## config.mk

```make
export PLATFORM = sky130hd
export DESIGN_NAME = pll_lock_monitor
export DESIGN_NICKNAME = d
export VERILOG_FILES = /design/src/rtl/pll_lock_pkg.sv /design/src/rtl/pll_lock_cfg.sv /design/src/rtl/pll_lock_fsm.sv /design/src/rtl/pll_lock_irq.sv /design/src/rtl/pll_lock_monitor.sv
export SDC_FILE = /design/constraint.sdc
export NUM_CORES = 1
export LEC_CHECK = 0
export BUFFER_PORTS_ARGS = -buffer_cell sky130_fd_sc_hd__buf_4
export CAP_MARGIN = 20
export CORE_ASPECT_RATIO = 1.25
export CORE_MARGIN = 5
export CORE_UTILIZATION = 59
export DETAILED_ROUTE_END_ITERATION = 8
export GPL_TIMING_DRIVEN = 1
export MAX_ROUTING_LAYER = met4
export PLACE_DENSITY = 0.79
export SYNTH_ARGS = -nofsm -noshare
export SYNTH_HDL_FRONTEND = slang
export SYNTH_SLANG_ARGS = --single-unit
```

## constraint.sdc

```tcl
create_clock -name clk -period 3.3 [get_ports clk]
set_input_delay 0.66 -clock clk [delete_from_list [all_inputs] [get_ports clk]]
set_output_delay 0.66 -clock clk [all_outputs]
set_load 0.02 [all_outputs]
```

## src/rtl/pll_lock_pkg.sv

```systemverilog
package pll_lock_pkg;

    typedef enum logic [1:0] {
        ST_HUNT   = 2'd0,
        ST_LOCKED = 2'd1,
        ST_WATCH  = 2'd2
    } lock_state_e;

    localparam int CFG_LOCK_IE    = 0;
    localparam int CFG_UNLOCK_IE  = 1;
    localparam int CFG_CLR_LOCK   = 2;
    localparam int CFG_CLR_UNLOCK = 3;
    localparam int CFG_SEL_LSB    = 4;

endpackage

```

## src/rtl/pll_lock_cfg.sv

```systemverilog
module pll_lock_cfg
    import pll_lock_pkg::*;
#(
    parameter int SEL_W   = 4,
    parameter int RST_SEL = 8,
    localparam int CFG_W  = CFG_SEL_LSB + SEL_W
) (
    input  logic             clk,
    input  logic             rst_n,
    input  logic             wr_en,
    input  logic [CFG_W-1:0] wr_data,
    output logic             lock_ie,
    output logic             unlock_ie,
    output logic [SEL_W-1:0] win_sel,
    output logic             clr_lock,
    output logic             clr_unlock
);

    always_ff @(posedge clk or negedge rst_n) begin
        if (!rst_n) begin
            lock_ie   <= 1'b0;
            unlock_ie <= 1'b0;
            win_sel   <= SEL_W'(RST_SEL);
        end else if (wr_en) begin
            lock_ie   <= wr_data[CFG_LOCK_IE];
            unlock_ie <= wr_data[CFG_UNLOCK_IE];
            win_sel   <= wr_data[CFG_W-1:CFG_SEL_LSB];
        end
    end

    always_comb begin
        clr_lock   = wr_en & wr_data[CFG_CLR_LOCK];
        clr_unlock = wr_en & wr_data[CFG_CLR_UNLOCK];
    end

endmodule

```

## src/rtl/pll_lock_fsm.sv

```systemverilog
module pll_lock_fsm
    import pll_lock_pkg::*;
#(
    parameter int SEL_W = 4,
    parameter int CNT_W = 16
) (
    input  logic             clk,
    input  logic             rst_n,
    input  logic             pfd_tick,
    input  logic             slip,
    input  logic [SEL_W-1:0] win_sel,
    output logic             locked,
    output logic             rise_evt,
    output logic             fall_evt
);

    lock_state_e      state, state_nx;
    logic [CNT_W-1:0] cnt, cnt_nx;
    logic [CNT_W:0]   limit, cnt_inc;
    logic             full;

    always_comb begin
        limit   = {{CNT_W{1'b0}}, 1'b1} << win_sel;
        cnt_inc = {1'b0, cnt} + {{CNT_W{1'b0}}, 1'b1};
        full    = (cnt_inc >= limit);
    end

    always_comb begin
        state_nx = state;
        cnt_nx   = cnt;
        unique case (state)
            ST_HUNT: begin
                if (slip) begin
                    cnt_nx = '0;
                end else if (pfd_tick) begin
                    if (full) begin
                        state_nx = ST_LOCKED;
                        cnt_nx   = '0;
                    end else begin
                        cnt_nx = cnt_inc[CNT_W-1:0];
                    end
                end
            end
            ST_LOCKED: begin
                if (slip) begin
                    state_nx = ST_WATCH;
                    cnt_nx   = '0;
                end
            end
            ST_WATCH: begin
                if (slip) begin
                    state_nx = ST_HUNT;
                    cnt_nx   = '0;
                end else if (pfd_tick) begin
                    if (full) begin
                        state_nx = ST_LOCKED;
                        cnt_nx   = '0;
                    end else begin
                        cnt_nx = cnt_inc[CNT_W-1:0];
                    end
                end
            end
            default: begin
                state_nx = ST_HUNT;
                cnt_nx   = '0;
            end
        endcase
    end

    always_ff @(posedge clk or negedge rst_n) begin
        if (!rst_n) begin
            state <= ST_HUNT;
            cnt   <= '0;
        end else begin
            state <= state_nx;
            cnt   <= cnt_nx;
        end
    end

    always_comb begin
        locked   = (state != ST_HUNT);
        rise_evt = (state == ST_HUNT) && (state_nx != ST_HUNT);
        fall_evt = (state != ST_HUNT) && (state_nx == ST_HUNT);
    end

    AST_LOCK_ON_TICK: assert property (@(posedge clk) disable iff (!rst_n)
        (state != ST_HUNT && $past(state) == ST_HUNT) |-> ($past(pfd_tick) && !$past(slip)));
    AST_HUNT_SLIP_RESTART: assert property (@(posedge clk) disable iff (!rst_n)
        ($past(state) == ST_HUNT && $past(slip)) |-> (state == ST_HUNT && cnt == '0));
    AST_ONE_SLIP_HOLDS: assert property (@(posedge clk) disable iff (!rst_n)
        ($past(state) == ST_LOCKED) |-> (state != ST_HUNT));
    AST_DROP_NEEDS_SLIP: assert property (@(posedge clk) disable iff (!rst_n)
        ($past(state) != ST_HUNT && state == ST_HUNT) |-> $past(slip));

endmodule

```

## src/rtl/pll_lock_irq.sv

```systemverilog
module pll_lock_irq (
    input  logic clk,
    input  logic rst_n,
    input  logic lock_set,
    input  logic unlock_set,
    input  logic clr_lock,
    input  logic clr_unlock,
    input  logic lock_ie,
    input  logic unlock_ie,
    output logic lock_flag,
    output logic unlock_flag,
    output logic irq
);

    always_ff @(posedge clk or negedge rst_n) begin
        if (!rst_n) begin
            lock_flag   <= 1'b0;
            unlock_flag <= 1'b0;
        end else begin
            if (lock_set)        lock_flag <= 1'b1;
            else if (clr_lock)   lock_flag <= 1'b0;
            if (unlock_set)      unlock_flag <= 1'b1;
            else if (clr_unlock) unlock_flag <= 1'b0;
        end
    end

    always_comb begin
        irq = (lock_flag & lock_ie) | (unlock_flag & unlock_ie);
    end

    AST_LOCK_SET_WINS: assert property (@(posedge clk) disable iff (!rst_n)
        $past(lock_set) |-> lock_flag);
    AST_UNLOCK_SET_WINS: assert property (@(posedge clk) disable iff (!rst_n)
        $past(unlock_set) |-> unlock_flag);
    AST_LOCK_FLAG_SOURCE: assert property (@(posedge clk) disable iff (!rst_n)
        $rose(lock_flag) |-> $past(lock_set));
    AST_UNLOCK_FLAG_SOURCE: assert property (@(posedge clk) disable iff (!rst_n)
        $rose(unlock_flag) |-> $past(unlock_set));

endmodule

```

## src/rtl/pll_lock_monitor.sv

```systemverilog
module pll_lock_monitor
    import pll_lock_pkg::*;
#(
    parameter int SEL_W   = 4,
    parameter int RST_SEL = 8,
    localparam int CNT_W  = 1 << SEL_W,
    localparam int CFG_W  = CFG_SEL_LSB + SEL_W
) (
    input  logic             clk,
    input  logic             rst_n,
    input  logic             pfd_tick,
    input  logic             slip,
    input  logic             wr_en,
    input  logic [CFG_W-1:0] wr_data,
    output logic             locked,
    output logic             locked_n,
    output logic             lock_flag,
    output logic             unlock_flag,
    output logic             irq
);

    logic             lock_ie, unlock_ie, clr_lock, clr_unlock;
    logic             rise_evt, fall_evt;
    logic [SEL_W-1:0] win_sel;

    pll_lock_cfg #(.SEL_W(SEL_W), .RST_SEL(RST_SEL)) u_cfg (
        .clk        (clk),
        .rst_n      (rst_n),
        .wr_en      (wr_en),
        .wr_data    (wr_data),
        .lock_ie    (lock_ie),
        .unlock_ie  (unlock_ie),
        .win_sel    (win_sel),
        .clr_lock   (clr_lock),
        .clr_unlock (clr_unlock)
    );

    pll_lock_fsm #(.SEL_W(SEL_W), .CNT_W(CNT_W)) u_fsm (
        .clk      (clk),
        .rst_n    (rst_n),
        .pfd_tick (pfd_tick),
        .slip     (slip),
        .win_sel  (win_sel),
        .locked   (locked),
        .rise_evt (rise_evt),
        .fall_evt (fall_evt)
    );

    pll_lock_irq u_irq (
        .clk         (clk),
        .rst_n       (rst_n),
        .lock_set    (rise_evt),
        .unlock_set  (fall_evt),
        .clr_lock    (clr_lock),
        .clr_unlock  (clr_unlock),
        .lock_ie     (lock_ie),
        .unlock_ie   (unlock_ie),
        .lock_flag   (lock_flag),
        .unlock_flag (unlock_flag),
        .irq         (irq)
    );

    assign locked_n = ~locked;

    AST_IRQ_QUIET: assert property (@(posedge clk) disable iff (!rst_n)
        (!lock_ie && !unlock_ie) |-> !irq);
    AST_WRITE_KEEPS_LOCK: assert property (@(posedge clk) disable iff (!rst_n)
        ($past(wr_en) && !$past(pfd_tick) && !$past(slip)) |-> $stable(locked));

endmodule

```

==> results of run 1 <==
## worst max-delay path: cells and delay by family (launching register included)
family | cells | cell delay, ps
flops | 1 | 420
simple gates | 3 | 490
fa+ha+maj | 2 | 530
xor+xnor | 1 | 230
buf+inv | 2 | 270
compound gates | 5 | 1010
## routing by layer
metal | up-vias | part of all wire [%] | wire length [um] | GRT usage (%)
met2 | 26 | 52 | 2022 | 34.13
met5 | - | 0 | 0 | -
met3 | 9 | 2.9 | 114 | 2.636
met4 | 0 | 1.5 | 57 | 6.265
li1 | 779 | - | - | -
met1 | 729 | 43 | 1689 | 24.23
## state kept, by name (all words and copies together) (netlist names)
signal             count
u_cfg.win_sel          4
u_cfg.unlock_ie        1
u_fsm.cnt             16
u_fsm.state            2
u_cfg.lock_ie          1
u_irq.unlock_flag      1
u_irq.lock_flag        1
## cell type report
type / count / area (um2) / share of cell area [%]
clock buffers: 3 / 41.29 / 1.913
inverters: 18 / 67.56 / 3.130
repair buffers: 21 / 157.7 / 7.304
clock inverters: 1 / 30.03 / 1.391
flip-flops and latches: 26 / 653.1 / 30.26
multi-input cells: 158 / 1162 / 53.85
well taps: 37 / 46.29 / 2.145
## cells in the final DEF (no fill, tap or decap), drive strengths merged, types with 2 or more instances in the layout
master,n
a211oi,3
a21o,2
a21oi,4
and4,3
buf,21
clkbuf,3
dfrtp,25
ha,17
inv,18
mux2,6
nand2,34
nand3,14
nand4,8
nor2,9
nor2b,5
nor3,3
nor4,3
o21ai,5
o31ai,16
or2,3
xnor2,7
xor2,7
## repair_timing
action                     CTS  global route
buffers inserted             0             3
resized for setup            0             2
setup endpoints to repair    0            19
## Yosys cell counts (all sizes together) (2+ instances only)
| master | instances | area, um2 |
|---|---|---|
| mux2 | 6 | 67.56 |
| nand4 | 8 | 50.05 |
| o31ai | 16 | 165.2 |
| a21oi | 4 | 20.02 |
| dfrtp | 25 | 625.6 |
| ha | 17 | 212.7 |
| nand2 | 34 | 127.6 |
| nor2b | 5 | 31.28 |
| nor2 | 9 | 33.78 |
| xnor2 | 7 | 61.31 |
| nor4 | 3 | 18.77 |
| a211oi | 3 | 32.53 |
| and4 | 3 | 26.28 |
| nor3 | 3 | 20.02 |
| o21ai | 5 | 25.02 |
| nand3 | 14 | 70.07 |
| or2 | 3 | 18.77 |
| a21o | 2 | 15.01 |
| inv | 18 | 67.56 |
| xor2 | 7 | 61.31 |
| clkbuf | 7 | 26.28 |
## logic make-up after synthesis
group / Yosys count / synth area share (%)
compound gates: 36 / 17.75
buf+inv: 26 / 5.483
simple gates: 85 / 21.74
xor+xnor: 14 / 6.397
mux: 6 / 3.525
flops: 26 / 34.01
fa+ha+maj: 17 / 11.10
## power by group
part,total (mW),leakage (nW),internal (mW),switching (mW)
clock network,0.262,0.0357,0.162,0.0998
logic,0.410,0.662,0.179,0.231
registers,0.393,0.343,0.352,0.0411
total,1.06,1.04,0.693,0.372
## worst paths after layout
check,startpoint,end,slack [ps]
max,u_fsm.cnt[0]$_DFFE_PN0P_,u_fsm.cnt[7]$_DFFE_PN0P_,230
min,rst_n,u_fsm.cnt[7]$_DFFE_PN0P_,280
max reg2reg,u_fsm.cnt[0]$_DFFE_PN0P_,u_fsm.cnt[7]$_DFFE_PN0P_,230
min reg2reg,u_cfg.lock_ie$_DFFE_PN0P_,u_cfg.lock_ie$_DFFE_PN0P_,520
max in group asynchronous,rst_n,u_cfg.win_sel[3]$_DFFE_PN1P_,2720
min in group clk,u_cfg.lock_ie$_DFFE_PN0P_,u_cfg.lock_ie$_DFFE_PN0P_,520
## stage by stage
stage | std cells | TNS (ps) | hold WS [ps] | setup slack (ps) | instance area (um2)
2_1_floorplan | 210 | 0 | 364.4 | 467.7 | 1917
3_3_place_gp | 256 | 0 | 495.1 | 156.4 | 2053
3_5_place_dp | 256 | 0 | 502.7 | 72.36 | 2053
4_1_cts | 260 | 0 | 292.1 | 39.90 | 2125
5_1_grt | 264 | -10.33 | 297.1 | -10.33 | 2158
6_report | 264 | 0 | 277.0 | 226.9 | 2158
==> key figures, run 1 <==
STA
  • Worst-margin pin slew: 724.8 ps
  • Slew Limit Fails: 0
  • Minimum clock period: 3073 ps
  • Maximum clock rate: 0.3254 GHz
  • Slew margin rel.: 51.57%
  • Tcrit/Tclk final: 93.12%
  • Setup-failing EPs final: 0
  • Setup Skew: 2.108 ps
  • Hold Vio Cnt, Final: 0

Setup path
  • Critical path arrival: 3240 ps
  • Crit path largest cell delay: 420 ps
  • Cells on worst reg2reg path: 13
  • CP Cell Sequence: ha_1 > nand4_1 > nor2_2 > nand3_1 > xor2_1 > inv_1 > ha_1 > a21o_1 > a21o_1 > a211oi_2 > o211ai_4 > buf_4 > o31ai_1
  • Crit Path Category: register to register
  • Worst-path fanout max: 9
  • Slowest CP cell: dfrtp_2
  • Startpoint Class: register
  • Critical path endpoint category: register
  • WP data required: 3470 ps

Yosys
  • Synth unique cells: 37
  • Asr flop ratio synth: 100.0%
  • Syn Nets: 240
  • Post-Synthesis Cell Area: 1917 um2
  • Number of flops mapped to enable cells by yosys: 0
  • Prevailing post-synth register cell: dfrtp_1
  • Sequential-to-total area share from yosys stat: 34.01%
  • Yosys warns: 0
  • Seq cells post-synth: 26
  • Mean post-synth cell area: 9.128 um2
  • Synth Instances: 210

Global route
  • GRT overflow: 0
  • Tot GR Track Use: 20.05%
  • Largest net degree at the start of global routing: 27
  • First-pass GRT wire length: 6658 um
  • Initial antenna violation count: 0
  • Via count of the first global-routing pass: 1528

Clock network
  • Clock Latency Late Sink: 270 ps
  • CTS max path bufs: 2
  • Hold Buf Count CTS: 0
  • CTS sink count: 26
  • Clock Pin Slew Worst Setup and Hold Paths: 90 ps
  • Clock root cell: clkbuf_8
  • H-tree Lvls: 1
  • Clock buffer count from CTS: 3
  • CTS tree: yes

Detailed routing
  • TritonRoute pass-1 iters: 4
  • DRC: 0
  • DRT Wirelength: 3884 um
  • Vias per inst: 5.845
  • DR iter-0 viols: 55
  • Via count: 1543
  • Wire per inst: 14.71 um
  • Antenna viol nets, final: 0

Floorplan
  • Placeable Area: 3166 um2
  • Die H: 73.73 um
  • Cell row count: 23
  • Die width: 60.98 um
  • Io pins: 18
  • Starting Density: 60.55%
  • DIE AREA: 4496 um2

Layout
  • Area Growth Syn to Fin: 12.60%
  • Fill cell count: 265
  • Layout cells sized above 1: 22.03%
  • Nets@finish: 258
  • Core Util, Final: 68.18%
  • Ant. Diodes: 0

Pwr
  • Peak VDD IR: 0.3762 mV
  • Total power: 1.065 mW
  • PD cells: 493.3 nW/um2
  • Leak: 1.041 nW

Min path
  • Hold Crit Class: primary input to asynchronous set/reset pin

Run
  • Maximum Capacitance Violations: 0

Placement
  • GP Congestion: 0.8609
  • HPWL after DPL: 2998 um
  • PortBufs: 17

Run status
  • Status: complete, no violations
Note: power is estimated with default switching activity, not from simulation.
==> inputs of run 2 (changes only) <==
PLACE_DENSITY = 0.81   (was 0.79)
==> run 2 against run 1 <==
Register-to-register slack about the same. Clock skew is 3.2 ps higher. Critical path type unchanged. Critical endpoint is now u_irq.lock_flag$_DFFE_PN0P_. Non-clock buffer count down 2.
==> key figures, run 2 (synthesis results as in run 1) <==
STA
  • Worst-margin pin slew: 714.7 ps (-10.09 ps)
  • Hold Vio Cnt, Final: 0 (unchanged)
  • Slew margin rel.: 52.24% (+0.67 points)
  • RSZ-0062 raised after global routing: false
  • Setup Skew: 5.267 ps (+3.159 ps)
  • Setup-failing EPs final: 0 (unchanged)
  • Tcrit/Tclk final: 92.82% (-0.30 points)
  • Minimum clock period: 3063 ps (-9.972 ps)
  • Slew Limit Fails: 0 (unchanged)
  • Setup TNS: 0 ps (unchanged)
  • Maximum clock rate: 0.3265 GHz (+0.33%)

Global route
  • Tot GR Track Use: 20.61% (+0.56 points)
  • Largest net degree at the start of global routing: 27 (unchanged)
  • GRT overflow: 0 (unchanged)
  • Via count of the first global-routing pass: 1581 (+3.5%)
  • First-pass GRT wire length: 6941 um (+4.3%)
  • Initial antenna violation count: 0 (unchanged)

Floorplan
  • Die H: 73.73 um (unchanged)
  • Io pins: 18 (unchanged)
  • Die width: 60.98 um (unchanged)
  • DIE AREA: 4496 um2 (unchanged)
  • Cell row count: 23 (unchanged)
  • Starting Density: 60.55% (unchanged)
  • Placeable Area: 3166 um2 (unchanged)

Clock network
  • CTS tree: yes
  • CTS sink count: 26 (unchanged)
  • H-tree Lvls: 1 (unchanged)
  • Clock Latency Late Sink: 270 ps (about the same)
  • Clock root cell: clkbuf_8
  • CTS max path bufs: 2 (unchanged)
  • Clock Pin Slew Worst Setup and Hold Paths: 100 ps (about the same)
  • Clock buffer count from CTS: 3 (unchanged)
  • Hold Buf Count CTS: 0 (unchanged)

Detailed routing
  • Vias per inst: 6.210 (+6.2%)
  • Antenna viol nets, final: 0 (unchanged)
  • DRC: 0 (unchanged)
  • TritonRoute pass-1 iters: 5 (+1)
  • Met1 Wirelength: 1724 um (+2.1%)
  • Wire per inst: 15.64 um (+6.3%)
  • Metal3 WL: 149 um (+31%)
  • Highest routed metal layer: met4
  • DR iter-0 viols: 89 (+62%)
  • Met2 routed WL: 2110 um (+4.4%)
  • Via count: 1627 (+5.4%)
  • DRT Wirelength: 4097 um (+5.5%)

Layout
  • Top Registers: u_fsm.cnt (16), u_cfg.win_sel (4), u_fsm.state (2)
  • Top reg by flops: u_fsm.cnt
  • Largest register FFs: 16 (unchanged)
  • Ant. Diodes: 0 (unchanged)
  • Most frequent cells in the layout: 34 x nand2_1, 24 x dfrtp_1, 18 x inv_1, 18 x buf_4, 17 x ha_1
  • Final instance area: 2151 um2 (-0.35%)
  • Nets@finish: 256 (-0.78%)
  • Layout cells sized above 1: 21.78% (-0.25 points)
  • Commonest non-fill, non-tap cell in the layout: nand2_1
  • Final Instance Count excl. Fillers: 262 (-0.76%)
  • Core Util, Final: 67.94% (-0.24 points)
  • Fill cell count: 277 (+4.5%)
  • Area Growth Syn to Fin: 12.21%

Placement
  • Placed Instances: 257 (+0.39%)
  • HPWL after DPL: 3074 um (+2.5%)
  • Dpl cell area: 2061 um2 (+0.37%)
  • PortBufs: 17 (unchanged)
  • GP Congestion: 0.8920 (+3.6%)

Setup path
  • Slowest CP cell: dfrtp_2
  • Crit Path Category: register to register
  • Cells on worst reg2reg path: 13 (unchanged)
  • Worst-path fanout max: 18 (+9)
  • CP Cell Sequence: ha_1 > nand4_1 > nor2_1 > nand3_1 > xor2_2 > inv_1 > ha_1 > a21o_1 > a21o_1 > a211oi_2 > o211ai_4 > buf_12 > a32o_1
  • Critical path arrival: 3230 ps (about the same)
  • Crit path largest cell delay: 430 ps (about the same)
  • WP data required: 3460 ps (about the same)
  • Critical path endpoint category: register
  • Startpoint Class: register

Run status
  • Status: complete, no violations

Pwr
  • PD cells: 477.7 nW/um2 (-3.2%)
  • Leak: 1.031 nW (-0.97%)
  • Total power: 1.027 mW (-3.5%)
  • Peak VDD IR: 0.3485 mV (-7.3%)

Min path
  • Hold Crit Class: primary input to asynchronous set/reset pin

Run
  • Maximum Capacitance Violations: 0 (unchanged)
==> run 2: cell types whose count changed in the layout (fill, tap and decap cells not counted) <==
cell / previous run / this run
xor2_2: 0 / 1
xor2_1: 7 / 6
nor4_2: 0 / 1
nor2_2: 1 / 0
buf_12: 0 / 1
nor2_1: 8 / 9
nor4_1: 3 / 2
buf_4: 21 / 18
bufinv_16: 1 / 0
clkbuf_8: 3 / 4
==> run 2: path summary, 6_finish.rpt <==
kind                                      startpoint                      endpoint  slack [ps]
min                                            rst_n      u_fsm.cnt[6]$_DFFE_PN0P_         280
max reg2reg                 u_fsm.cnt[0]$_DFFE_PN0P_   u_irq.lock_flag$_DFFE_PN0P_         240
max                         u_fsm.cnt[0]$_DFFE_PN0P_   u_irq.lock_flag$_DFFE_PN0P_         240
min in group clk           u_cfg.lock_ie$_DFFE_PN0P_     u_cfg.lock_ie$_DFFE_PN0P_         520
min reg2reg                u_cfg.lock_ie$_DFFE_PN0P_     u_cfg.lock_ie$_DFFE_PN0P_         520
max in group asynchronous                      rst_n  u_cfg.win_sel[3]$_DFFE_PN1P_        2710
==> run 2: stage by stage <==
step,hold WS (ps),worst slack [ps]
2_1_floorplan,364.4,467.7
3_3_place_gp,492.4,203.3
3_5_place_dp,497.2,118.1
4_1_cts,290.0,38.97
5_1_grt,304.8,24.77
6_report,281.2,236.9
==> run 2: critical path: cells and delay by family, from the launching register on <==
kind                     cells  cell delay (ps)
AO/OA/AOI/OAI                5             1010
XOR/XNOR                     1              190
buffers and inverters        2              240
adder cells (fa/ha/maj)      2              530
AND/OR/NAND/NOR              3              550
flip-flops                   1              430
==> run 2: area by class of cell <==
| cell class | instances | area, um2 | share of cell area (%) |
|---|---|---|---|
| well taps | 37 | 46.29 | 2.152 |
| repair buffers | 19 | 155.1 | 7.214 |
| inverters | 18 | 67.56 | 3.141 |
| clock buffers | 4 | 55.05 | 2.560 |
| flip-flops and latches | 26 | 653.1 | 30.37 |
| multi-input cells | 158 | 1174 | 54.57 |
==> run 2: layer usage <==
layer / GRT usage [%] / up-vias
li1: - / 774
met4: 8.434 / 0
met3: 3.515 / 16
met1: 25.00 / 800
met5: - / -
met2: 33.41 / 37
==> run 2: power breakdown <==
group	total [mW]	internal, mW	switching (mW)
combinational	0.421	0.182	0.238
sequential	0.396	0.352	0.0446
clock	0.210	0.107	0.104
==> run 2: what timing repair did <==
action | CTS | global route
buffers inserted | 0 | 1
setup endpoints to repair | 0 | 19
gates resized for setup | 0 | 3
